<file path="src/rtl/pdma_pkg.sv">
package pdma_pkg;
    parameter int unsigned PDMA_BLK_BYTES = 128;

    typedef enum logic {
        DIR_SEND = 1'b0,
        DIR_RECV = 1'b1
    } pdma_dir_e;
endpackage

</file>
<file path="src/rtl/pdma_bufmem.sv">
module pdma_bufmem #(
    parameter int unsigned PORT_W    = 8,
    parameter int unsigned BLK_BYTES = 128,
    localparam int unsigned LANES    = PORT_W / 8,
    localparam int unsigned WPB      = BLK_BYTES / LANES,
    localparam int unsigned BA_W     = $clog2(2 * BLK_BYTES),
    localparam int unsigned HA_W     = $clog2(2 * WPB)
) (
    input  logic              clk,
    input  logic              c_we,
    input  logic [BA_W-1:0]   c_addr,
    input  logic [7:0]        c_wdata,
    output logic [7:0]        c_rdata,
    input  logic              h_we,
    input  logic [HA_W-1:0]   h_addr,
    input  logic [PORT_W-1:0] h_wdata,
    output logic [PORT_W-1:0] h_rdata
);
    logic [7:0] mem_q [2*BLK_BYTES];

    // Core and host never address the same buffer in one cycle.
    always_ff @(posedge clk) begin
        if (c_we) mem_q[c_addr] <= c_wdata;
        if (h_we) begin
            for (int l = 0; l < int'(LANES); l++) begin
                mem_q[BA_W'(int'(h_addr) * int'(LANES) + l)] <= h_wdata[l*8 +: 8];
            end
        end
    end

    assign c_rdata = mem_q[c_addr];

    for (genvar g = 0; g < int'(LANES); g++) begin : g_lane
        assign h_rdata[g*8 +: 8] = mem_q[BA_W'(int'(h_addr) * int'(LANES) + g)];
    end
endmodule

</file>
<file path="src/rtl/pdma_ctrl.sv">
module pdma_ctrl
    import pdma_pkg::*;
#(
    parameter int unsigned PORT_W    = 8,
    parameter int unsigned CNT_W     = 8,
    parameter int unsigned BLK_BYTES = 128,
    localparam int unsigned LANES    = PORT_W / 8,
    localparam int unsigned WPB      = BLK_BYTES / LANES,
    localparam int unsigned HP_W     = $clog2(WPB),
    localparam int unsigned CP_W     = $clog2(BLK_BYTES)
) (
    input  logic             clk,
    input  logic             rst_n,
    input  logic             ctl_wr,
    input  logic             ctl_dir,
    input  logic             ctl_abort,
    input  logic             cnt_wr,
    input  logic [CNT_W-1:0] cnt_wdata,
    input  logic             hp_rd,
    input  logic             hp_wr,
    input  logic             rx_valid,
    input  logic             tx_ready,
    input  logic             core_irq,
    output logic             rx_ready,
    output logic             tx_valid,
    output logic             st_not_rdy,
    output logic             st_gated_irq,
    output logic             st_core_acc,
    output logic [CNT_W-1:0] blk_cnt,
    output logic             xfer_done,
    output logic             c_we,
    output logic [CP_W:0]    c_addr,
    output logic             h_we,
    output logic [HP_W:0]    h_addr
);
    typedef struct packed {
        logic            active;
        logic            dir;
        logic            done;
        logic [CNT_W-1:0] blk_cnt;
        logic [CNT_W-1:0] prod_left;
        logic [1:0]      full;
        logic            hsel;
        logic [HP_W-1:0] hptr;
        logic            csel;
        logic [CP_W-1:0] cptr;
    } ctrl_st_t;

    ctrl_st_t s_d, s_q;
    logic recv, host_rdy, rx_ok, tx_ok, h_go, c_go;

    always_comb begin
        s_d      = s_q;
        recv     = (s_q.dir == DIR_RECV);
        host_rdy = s_q.active && (recv ? s_q.full[s_q.hsel]
                                       : (!s_q.full[s_q.hsel] && s_q.prod_left != '0));
        rx_ok    = s_q.active && recv && !s_q.full[s_q.csel] && s_q.prod_left != '0;
        tx_ok    = s_q.active && !recv && s_q.full[s_q.csel];
        h_go     = host_rdy && (recv ? hp_rd : hp_wr);
        c_go     = (rx_ok && rx_valid) || (tx_ok && tx_ready);

        // host side: consumer on receive, producer on send
        if (h_go) begin
            if (s_q.hptr == HP_W'(WPB - 1)) begin
                s_d.hptr = '0;
                s_d.hsel = !s_q.hsel;
                if (recv) begin
                    s_d.full[s_q.hsel] = 1'b0;
                    s_d.blk_cnt        = s_q.blk_cnt - 1'b1;
                end else begin
                    s_d.full[s_q.hsel] = 1'b1;
                    s_d.prod_left      = s_q.prod_left - 1'b1;
                end
            end else begin
                s_d.hptr = s_q.hptr + 1'b1;
            end
        end

        // core side: producer on receive, consumer on send
        if (c_go) begin
            if (s_q.cptr == CP_W'(BLK_BYTES - 1)) begin
                s_d.cptr = '0;
                s_d.csel = !s_q.csel;
                if (recv) begin
                    s_d.full[s_q.csel] = 1'b1;
                    s_d.prod_left      = s_q.prod_left - 1'b1;
                end else begin
                    s_d.full[s_q.csel] = 1'b0;
                    s_d.blk_cnt        = s_q.blk_cnt - 1'b1;
                end
            end else begin
                s_d.cptr = s_q.cptr + 1'b1;
            end
        end

        if (s_q.active && s_d.blk_cnt == '0) begin
            s_d.active = 1'b0;
            s_d.done   = 1'b1;
        end

        if (cnt_wr) begin
            s_d.blk_cnt   = cnt_wdata;
            s_d.prod_left = cnt_wdata;
            s_d.full      = '0;
            s_d.hsel      = 1'b0;
            s_d.hptr      = '0;
            s_d.csel      = 1'b0;
            s_d.cptr      = '0;
            s_d.active    = (cnt_wdata != '0);
            s_d.done      = 1'b0;
        end

        if (ctl_wr) begin
            if (ctl_abort)       s_d = '0;
            else if (!s_q.active) s_d.dir = ctl_dir;
        end
    end

    always_ff @(posedge clk or negedge rst_n) begin
        if (!rst_n) s_q <= '0;
        else        s_q <= s_d;
    end

    assign rx_ready     = rx_ok;
    assign tx_valid     = tx_ok;
    assign st_not_rdy   = !host_rdy;
    assign st_gated_irq = s_q.active && core_irq;
    assign st_core_acc  = !s_q.active;
    assign blk_cnt      = s_q.blk_cnt;
    assign xfer_done    = s_q.done;
    assign c_we         = rx_ok && rx_valid;
    assign c_addr       = {s_q.csel, s_q.cptr};
    assign h_we         = host_rdy && !recv && hp_wr;
    assign h_addr       = {s_q.hsel, s_q.hptr};
endmodule

</file>
<file path="src/rtl/pdma_pingpong.sv">
module pdma_pingpong
    import pdma_pkg::*;
#(
    parameter int unsigned PORT_W = 8,
    parameter int unsigned CNT_W  = 8,
    localparam int unsigned LANES = PORT_W / 8,
    localparam int unsigned WPB   = PDMA_BLK_BYTES / LANES,
    localparam int unsigned HP_W  = $clog2(WPB),
    localparam int unsigned CP_W  = $clog2(PDMA_BLK_BYTES)
) (
    input  logic              clk,
    input  logic              rst_n,
    input  logic              ctl_wr,
    input  logic              ctl_dir,
    input  logic              ctl_abort,
    input  logic              cnt_wr,
    input  logic [CNT_W-1:0]  cnt_wdata,
    input  logic              hp_rd,
    input  logic              hp_wr,
    input  logic [PORT_W-1:0] hp_wdata,
    output logic [PORT_W-1:0] hp_rdata,
    input  logic              rx_valid,
    input  logic [7:0]        rx_data,
    output logic              rx_ready,
    output logic              tx_valid,
    output logic [7:0]        tx_data,
    input  logic              tx_ready,
    input  logic              core_irq,
    output logic              st_not_rdy,
    output logic              st_gated_irq,
    output logic              st_core_acc,
    output logic [CNT_W-1:0]  blk_cnt,
    output logic              xfer_done
);
    logic            c_we, h_we;
    logic [CP_W:0]   c_addr;
    logic [HP_W:0]   h_addr;

    pdma_ctrl #(
        .PORT_W(PORT_W), .CNT_W(CNT_W), .BLK_BYTES(PDMA_BLK_BYTES)
    ) ctrl_i (
        .clk(clk), .rst_n(rst_n),
        .ctl_wr(ctl_wr), .ctl_dir(ctl_dir), .ctl_abort(ctl_abort),
        .cnt_wr(cnt_wr), .cnt_wdata(cnt_wdata),
        .hp_rd(hp_rd), .hp_wr(hp_wr),
        .rx_valid(rx_valid), .tx_ready(tx_ready), .core_irq(core_irq),
        .rx_ready(rx_ready), .tx_valid(tx_valid),
        .st_not_rdy(st_not_rdy), .st_gated_irq(st_gated_irq),
        .st_core_acc(st_core_acc), .blk_cnt(blk_cnt), .xfer_done(xfer_done),
        .c_we(c_we), .c_addr(c_addr), .h_we(h_we), .h_addr(h_addr)
    );

    pdma_bufmem #(
        .PORT_W(PORT_W), .BLK_BYTES(PDMA_BLK_BYTES)
    ) mem_i (
        .clk(clk),
        .c_we(c_we), .c_addr(c_addr), .c_wdata(rx_data), .c_rdata(tx_data),
        .h_we(h_we), .h_addr(h_addr), .h_wdata(hp_wdata), .h_rdata(hp_rdata)
    );
endmodule

</file>
<file path="config.mk">
export PLATFORM = sky130hd
export DESIGN_NAME = pdma_pingpong
export DESIGN_NICKNAME = d
export VERILOG_FILES = /design/src/rtl/pdma_pkg.sv /design/src/rtl/pdma_bufmem.sv /design/src/rtl/pdma_ctrl.sv /design/src/rtl/pdma_pingpong.sv
export SDC_FILE = /design/constraint.sdc
export NUM_CORES = 2
export LEC_CHECK = 0
export BUFFER_PORTS_ARGS = -buffer_cell sky130_fd_sc_hd__buf_2
export CAP_MARGIN = 10
export CORE_MARGIN = 2
export CORE_UTILIZATION = 40
export CTS_BUF_LIST = sky130_fd_sc_hd__clkbuf_4 sky130_fd_sc_hd__clkbuf_8
export DETAILED_ROUTE_END_ITERATION = 10
export PLACE_DENSITY = 0.54
export SYNTH_ARGS = -nofsm -noshare
export SYNTH_HDL_FRONTEND = slang
export SYNTH_SLANG_ARGS = --single-unit
</file>
<file path="constraint.sdc">
create_clock -name clk -period 7.5 [get_ports clk]
set_input_delay 1.5 -clock clk [delete_from_list [all_inputs] [get_ports clk]]
set_output_delay 1.5 -clock clk [all_outputs]
set_load 0.03 [all_outputs]
</file>
## Yosys cells after proc, flatten, opt, wreduce, memory -nomap -nowiden

Memories as Yosys holds them, arrays and structs flattened.
Cells that the tools add are included.

| word-level totals | value |
|---|---|
| register bits | 37 |
| memory bits (writable) | 2048 |
| input port bits | 35 |
| output and inout port bits | 30 |
| memories kept | 1 |

Memory list:

| memory | words | width | read ports | clocked after Yosys merged registers in | write ports | line | text |
|---|---|---|---|---|---|---|---|
| mem_i.mem_q | 256 | 8 | 2 | 0 | 1 | pdma_bufmem.sv:19 | `logic [7:0] mem_q [2*BLK_BYTES];` |

| cells by class | value |
|---|---|
| $add $sub $neg | 4 |
| $lt $le $gt $ge | 4 |
| equality and inequality tests | 3 |
| mux-type cells | 40 |
| bitwise logic cells | 6 |
| reduce and logical (&&, ||, !) cells | 29 |

Operators by type and width:

| cell | count |
|---|---|
| 35-bit two-way mux | 2 |
| 8-bit two-way mux | 7 |
| 37-bit two-way mux | 1 |
| 18-bit two-way mux | 2 |
| 26-bit two-way mux | 1 |
| 1-bit two-way mux | 20 |
| 19-bit two-way mux | 1 |
| 1-bit logical AND | 16 |
| 8-bit nonzero test | 2 |
| 8-bit by 1-bit subtractor with 8-bit output (second input constant) | 2 |
| 7-bit by 1-bit adder with 7-bit output (second input constant) | 2 |
| 7-bit == test (second input constant) | 2 |
| 7-bit two-way mux | 2 |
| 8-bit zero test | 1 |
| 8-bit OR reduction | 1 |
| 1-bit zero test | 7 |
| 2-bit AND | 2 |
| 1-bit by 2-bit less-than comparator with 1-bit output (second input constant) | 2 |
| 2-bit two-way mux | 2 |
| 2-bit NOT | 2 |
| 2-bit bitwise OR | 2 |
| 1-bit demux with 1-bit select | 2 |
| 1-bit >= comparator (second input constant) | 2 |
| 2-bit inequality test (second input constant) | 1 |
| other kinds (2) | 2 |

## Logic depth before layout (Yosys ltp)

| depth | value |
|---|---|
| word-level depth | 19 |
| depth in mapped cells | 13 |
| mapped depth without buffers | 9 |

## Hierarchy

A second synthesis with hierarchy kept.

| unflattened totals | value |
|---|---|
| cell total of the unflattened synthesis | 7824 |
| area, all modules | 123497.2 um2 |

Modules (own cells, without submodules):

| module | instances | cells each | area an instance (um2) | sequential area each (um2) |
|---|---|---|---|---|
| pdma_bufmem | 1 | 7569 | 121092.4 | 61499.0 |
| pdma_ctrl | 1 | 255 | 2404.8 | 925.9 |

## Worst setup path after synthesis

No wires, ideal clock.

| timing path | value |
|---|---|
| path kind | input to register |
| start | input port hp_wr |
| end | memory mem_i.mem_q[0][0], data pin |
| library setup time | 0.823 ns |
| arrival time | 5.689 ns |
| setup slack | 0.989 ns |
| stages on the path | 6 |
| cells stage by stage | nand3b_1 > a211oi_2 > clkbuf_1 > clkbuf_1 > nand2_1 > nand2_1 |

| between the ends | value |
|---|---|
| cells in the longest elaborated chain, start to end | 5 |

Ends and longest elaborated chain:

| item | line | text |
|---|---|---|
| start, declared | pdma_pingpong.sv:19 | `input logic hp_wr,` |
| 1-bit logical AND | pdma_ctrl.sv:133 | `assign h_we = host_rdy && !recv && hp_wr;` |
| 1-bit two-way mux | pdma_bufmem.sv:24 | `if (h_we) begin` |
| 1-bit two-way mux (implied by the code) | pdma_bufmem.sv:26 | `mem_q[BA_W'(int'(h_addr) * int'(LANES) + l)] <= h_wdata[l*8 +: 8];` |
| 8-bit OR reduction (no source line) | - |  |
| 8-bit two-way mux (no source line) | - |  |
| end, declared | pdma_bufmem.sv:19 |  |

No other way between the ends.

## Worst setup path in the final report

| timing path | value |
|---|---|
| start | register ctrl_i.s_q (netlist bit ctrl_i.c_addr[0]) |
| end | output port tx_data[5] |

| between the ends | value |
|---|---|
| cells in the longest elaborated chain, start to end | 1 |

Ends and longest elaborated chain:

| item | line | text |
|---|---|---|
| start, declared | pdma_ctrl.sv:49 | `ctrl_st_t s_d, s_q;` |
| start signal, assigned | pdma_ctrl.sv:120 | `if (!rst_n) s_q <= '0;` |
| start signal, assigned | pdma_ctrl.sv:121 | `else s_q <= s_d;` |
| memory 256 x 8 bit | - |  |
| end, declared | pdma_pingpong.sv:26 | `output logic [7:0] tx_data,` |

No other way between the ends.

==> flow_metrics.py <==
metrics = {
    "run_status": {
        "status": "finished, final reports clean",
    },
    "power_and_ir_drop": {
        "cellPowerDensity_nw_per_um2": 225,
        "p_leak_nw": 33.2,
        "p_total_w": 0.0249,
        "irDropWorstVdd_mv": 0.214,
    },
    "place": {
        "placed_cells": 8002,
        "gp_congestion": 0.945,
        "hpwl_um": 208000,
        "port-buffer-count": 64,
    },
    "yosys": {
        "syn_area_per_cell_um2": 20.3,
        "synth_fp_nets": 4858,
        "syn-cell-area_um2": 98100,
        "synth_cell_types": 72,
        "synth-seq-cells": 2085,
        "async_reset_ff_frac": 0.0177,
        "syn_inst": 4819,
        "synth_edf_count": 2048,
        "yosys_warnings": 0,
        "synth.area.top_cells": "edfxtp_1 63%, mux4_2 27%, mux2i_1 1.4%, nor2_1 1.2%, dfrtp_1 0.94%",
        "synth-seq-area-share": 0.637,
        "yosysTopAreaCell": "edfxtp_1",
        "synth_ff_type": "edfxtp_1",
        "synth_top_area_frac": 0.627,
    },
    "final_layout": {
        "layout.nets": 5218,
        "utilization": 0.454,
        "syn_to_final_growth_pct": 12.8,
        "final_cells": 8652,
        "fillerInstances": 20400,
        "drive_gt1_frac": 0.404,
    },
    "clock_network": {
        "cts-root-buf": "clkbuf_8",
        "clockBufferDepth": 4,
        "cts_buffers": 374,
        "cts.clk_slew.worst_paths_ns": 0.07,
        "cts_tree": "done",
        "cts-hold-fix-buffers": 0,
        "clock_latency_ns": 1.11,
        "htree_levels": 5,
        "cts_sinks": 2085,
    },
    "timing": {
        "setup_tns_ns": 0,
        "finalHoldViolCount": 0,
        "slew_violations": 0,
        "setup_viol": 0,
        "rsz0062_at_grt": "no",
        "tightestPinTransition_ns": 1.33,
        "clock_skew_ns": 0.0781,
        "fin_crit_sh": 0.983,
        "holdWs_ns": 0.496,
        "fin_crit_ns": 7.37,
        "max_freq_mhz": 136,
        "max_slew_margin": 0.112,
    },
    "detailed_routing": {
        "post_drt_via_cell_ratio": 6.50,
        "via_count": 56200,
        "drc_errors": 0,
        "ant_nets": 0,
        "met2WireLength_um": 149000,
        "avgRoutedWirePerCell_um": 38.2,
        "highest_layer": "met5",
        "firstDrtPassIters": 8,
        "first_iter_violations": 7186,
        "wl_met3_um": 32900,
        "wl_um": 331000,
        "met1_length_um": 135000,
    },
    "setup_path": {
        "end_kind": "output pin",
        "crit_type": "register to output pin",
        "cp.arrival_ns": 5.87,
        "cp_slowest_cell": "dfrtp_4",
        "reg2reg_setup_slack_ns": 1.81,
        "critPathMaxFanout": 30,
        "crit_top_cell": "a21oi_1",
        "path_cells": "buf_12, buf_4, mux4_2, mux2i_1, o221ai_1, a21oi_1, nand2_1, a21oi_1, a311oi_1, buf_2",
        "required_ns": 6.00,
        "critPathLaunchType": "register",
        "crit_path_max_incr_delay_ns": 0.97,
    },
    "global_route": {
        "grt_start_max_net_pins": 193,
        "grt-ovfl-total": 0,
        "track_usage": 0.264,
        "grt_pass1_vias": 56400,
        "grt_pass1_wl_um": 458000,
        "grt_antenna_before_repair": 12,
    },
    "die": {
        "dieHeight_um": 499,
        "num_rows": 181,
        "dieWidth_um": 499,
        "dieArea_um2": 249000,
        "boundaryPins": 65,
        "start_util": 0.403,
        "coreArea_um2": 243000,
    },
    "worst_hold_path": {
        "hold_path_class": "register to register",
    },
    "job": {
        "max_cap_viol_count": 0,
    },
}
==> metal layers <==
| metal | up-vias | global-route usage |
|---|---|---|
| met5 | - | 0.00289 |
| met4 | 7 | 0.105 |
| met3 | 668 | 0.0717 |
| met2 | 3150 | 0.392 |
| met1 | 30700 | 0.370 |
| li1 | 21700 | - |
==> kinds of logic after synthesis <==
| kind of cell | Yosys count | share of synthesized area |
|---|---|---|
| DFF | 2085 | 0.637 |
| and+or+nand+nor | 615 | 0.0275 |
| AOI/OAI and AO/OA | 342 | 0.0245 |
| buffers and inverters | 416 | 0.0219 |
| muxes | 1330 | 0.287 |
| adders and majority gates | 4 | 0.000510 |
| xor gates and xnor gates | 27 | 0.00241 |
==> cell usage after synthesis (all sizes together), types with 3 or more instances <==
library cell and number:
nand3b 6, clkbuf 152, nor3b 3, a21oi 68, edfxtp 2048, and4 5
o22ai 24, a31oi 26, a2111oi 4, mux2 13, dfrtp 37, and2 12
nor2 309, a211oi 17, nand3 35, o211ai 9, mux4 1181, nand4b 4
a211o 5, nor2b 15, mux2i 136, xor2 14, buf 246, nand2 146
nand4 7, nor3 30, inv 17, nor4 7, o2111ai 3, and3 7
o21ai 26, o221ai 14, xnor2 13, a22o 19, nand2b 16, a221oi 14
o31ai 4, a22oi 87, ha 4
==> worst max-delay path: cells and delay by family (launching register included) <==
kind / cells / cell delay, ns
flip-flops: 1 / 0.97
AO/OA/AOI/OAI: 4 / 1.77
buffers and inverters: 3 / 0.87
multiplexers: 2 / 0.76
AND/OR/NAND/NOR: 1 / 0.30
==> per-stage QoR <==
step | cell area [um2] | worst slack [ns]
detailed placement | 103000 | 0.787
finish | 111000 | 0.128
floorplan | 98100 | 0.989
global placement | 103000 | 0.719
global route | 111000 | 0.198
CTS | 111000 | 0.0569
==> timing repair <==
action | in CTS | in global routing
cloned | 0 | 0
endpoints found under the setup margin | 1 | 3
buffers inserted | 0 | 1
pin swaps | 0 | 0
gates resized for setup | 1 | 0
==> cell type report <==
class,instances,area [um2],share of cell area
diodes,18,45.0,0.000407
flip-flops and latches,2085,62500,0.565
multi-input cells,2318,33700,0.304
well taps,3202,4010,0.0362
clock inverters,131,916,0.00828
repair buffers,382,3290,0.0298
inverters,18,82.6,0.000747
clock buffers,498,6150,0.0556
==> state kept, by name, summed over array words and instances, names as in the netlist <==
signal            count
mem_i.mem_q        2048
ctrl_i.s_q           11
ctrl_i.blk_cnt        8
ctrl_i.c_addr         8
ctrl_i.h_addr         8
ctrl_i.recv           1
ctrl_i.xfer_done      1
==> layout by cell type, fill, tap and decap left out, drive strengths merged, types with 14 or more instances in the layout <==
cell    synthesis  layout
o21ai          26      26
nand2b         16      16
xor2           14      14
a21oi          68      68
o221ai         14      14
mux2i         136     136
a221oi         14      14
edfxtp       2048    2048
inv            17      19
diode           0      18
a22oi          87      87
nand2         146     146
o22ai          24      24
dfrtp          37      37
a211oi         17      17
nor2          309     309
buf           246     382
nor3           30      30
nor2b          15      15
a31oi          26      26
nand3          35      35
clkbuf        152     498
mux4         1181    1181
a22o           19      19
clkinv          1     111
==> report_power, final <==
group	leakage [nW]	switching [W]	internal, W
Combinational	10.5	0.000880	0.000488
Clock	3.75	0.00478	0.00573
Sequential	18.9	0.0000300	0.0130
Total	33.2	0.00569	0.0192
==> final timing paths <==
check                           cells past startpoint              from                   to
worst max register to register                      8  ctrl_i.c_addr[7]  mem_i.mem_q[158][5]
worst max-delay path                               10  ctrl_i.c_addr[0]           tx_data[5]
worst min-delay path                                2  ctrl_i.xfer_done     ctrl_i.xfer_done
max in group asynchronous                           1             rst_n     ctrl_i.c_addr[0]
min in group asynchronous                           1             rst_n     ctrl_i.xfer_done
worst min register to register                      2  ctrl_i.xfer_done     ctrl_i.xfer_done
Note: power is estimated with default switching activity, not from simulation.
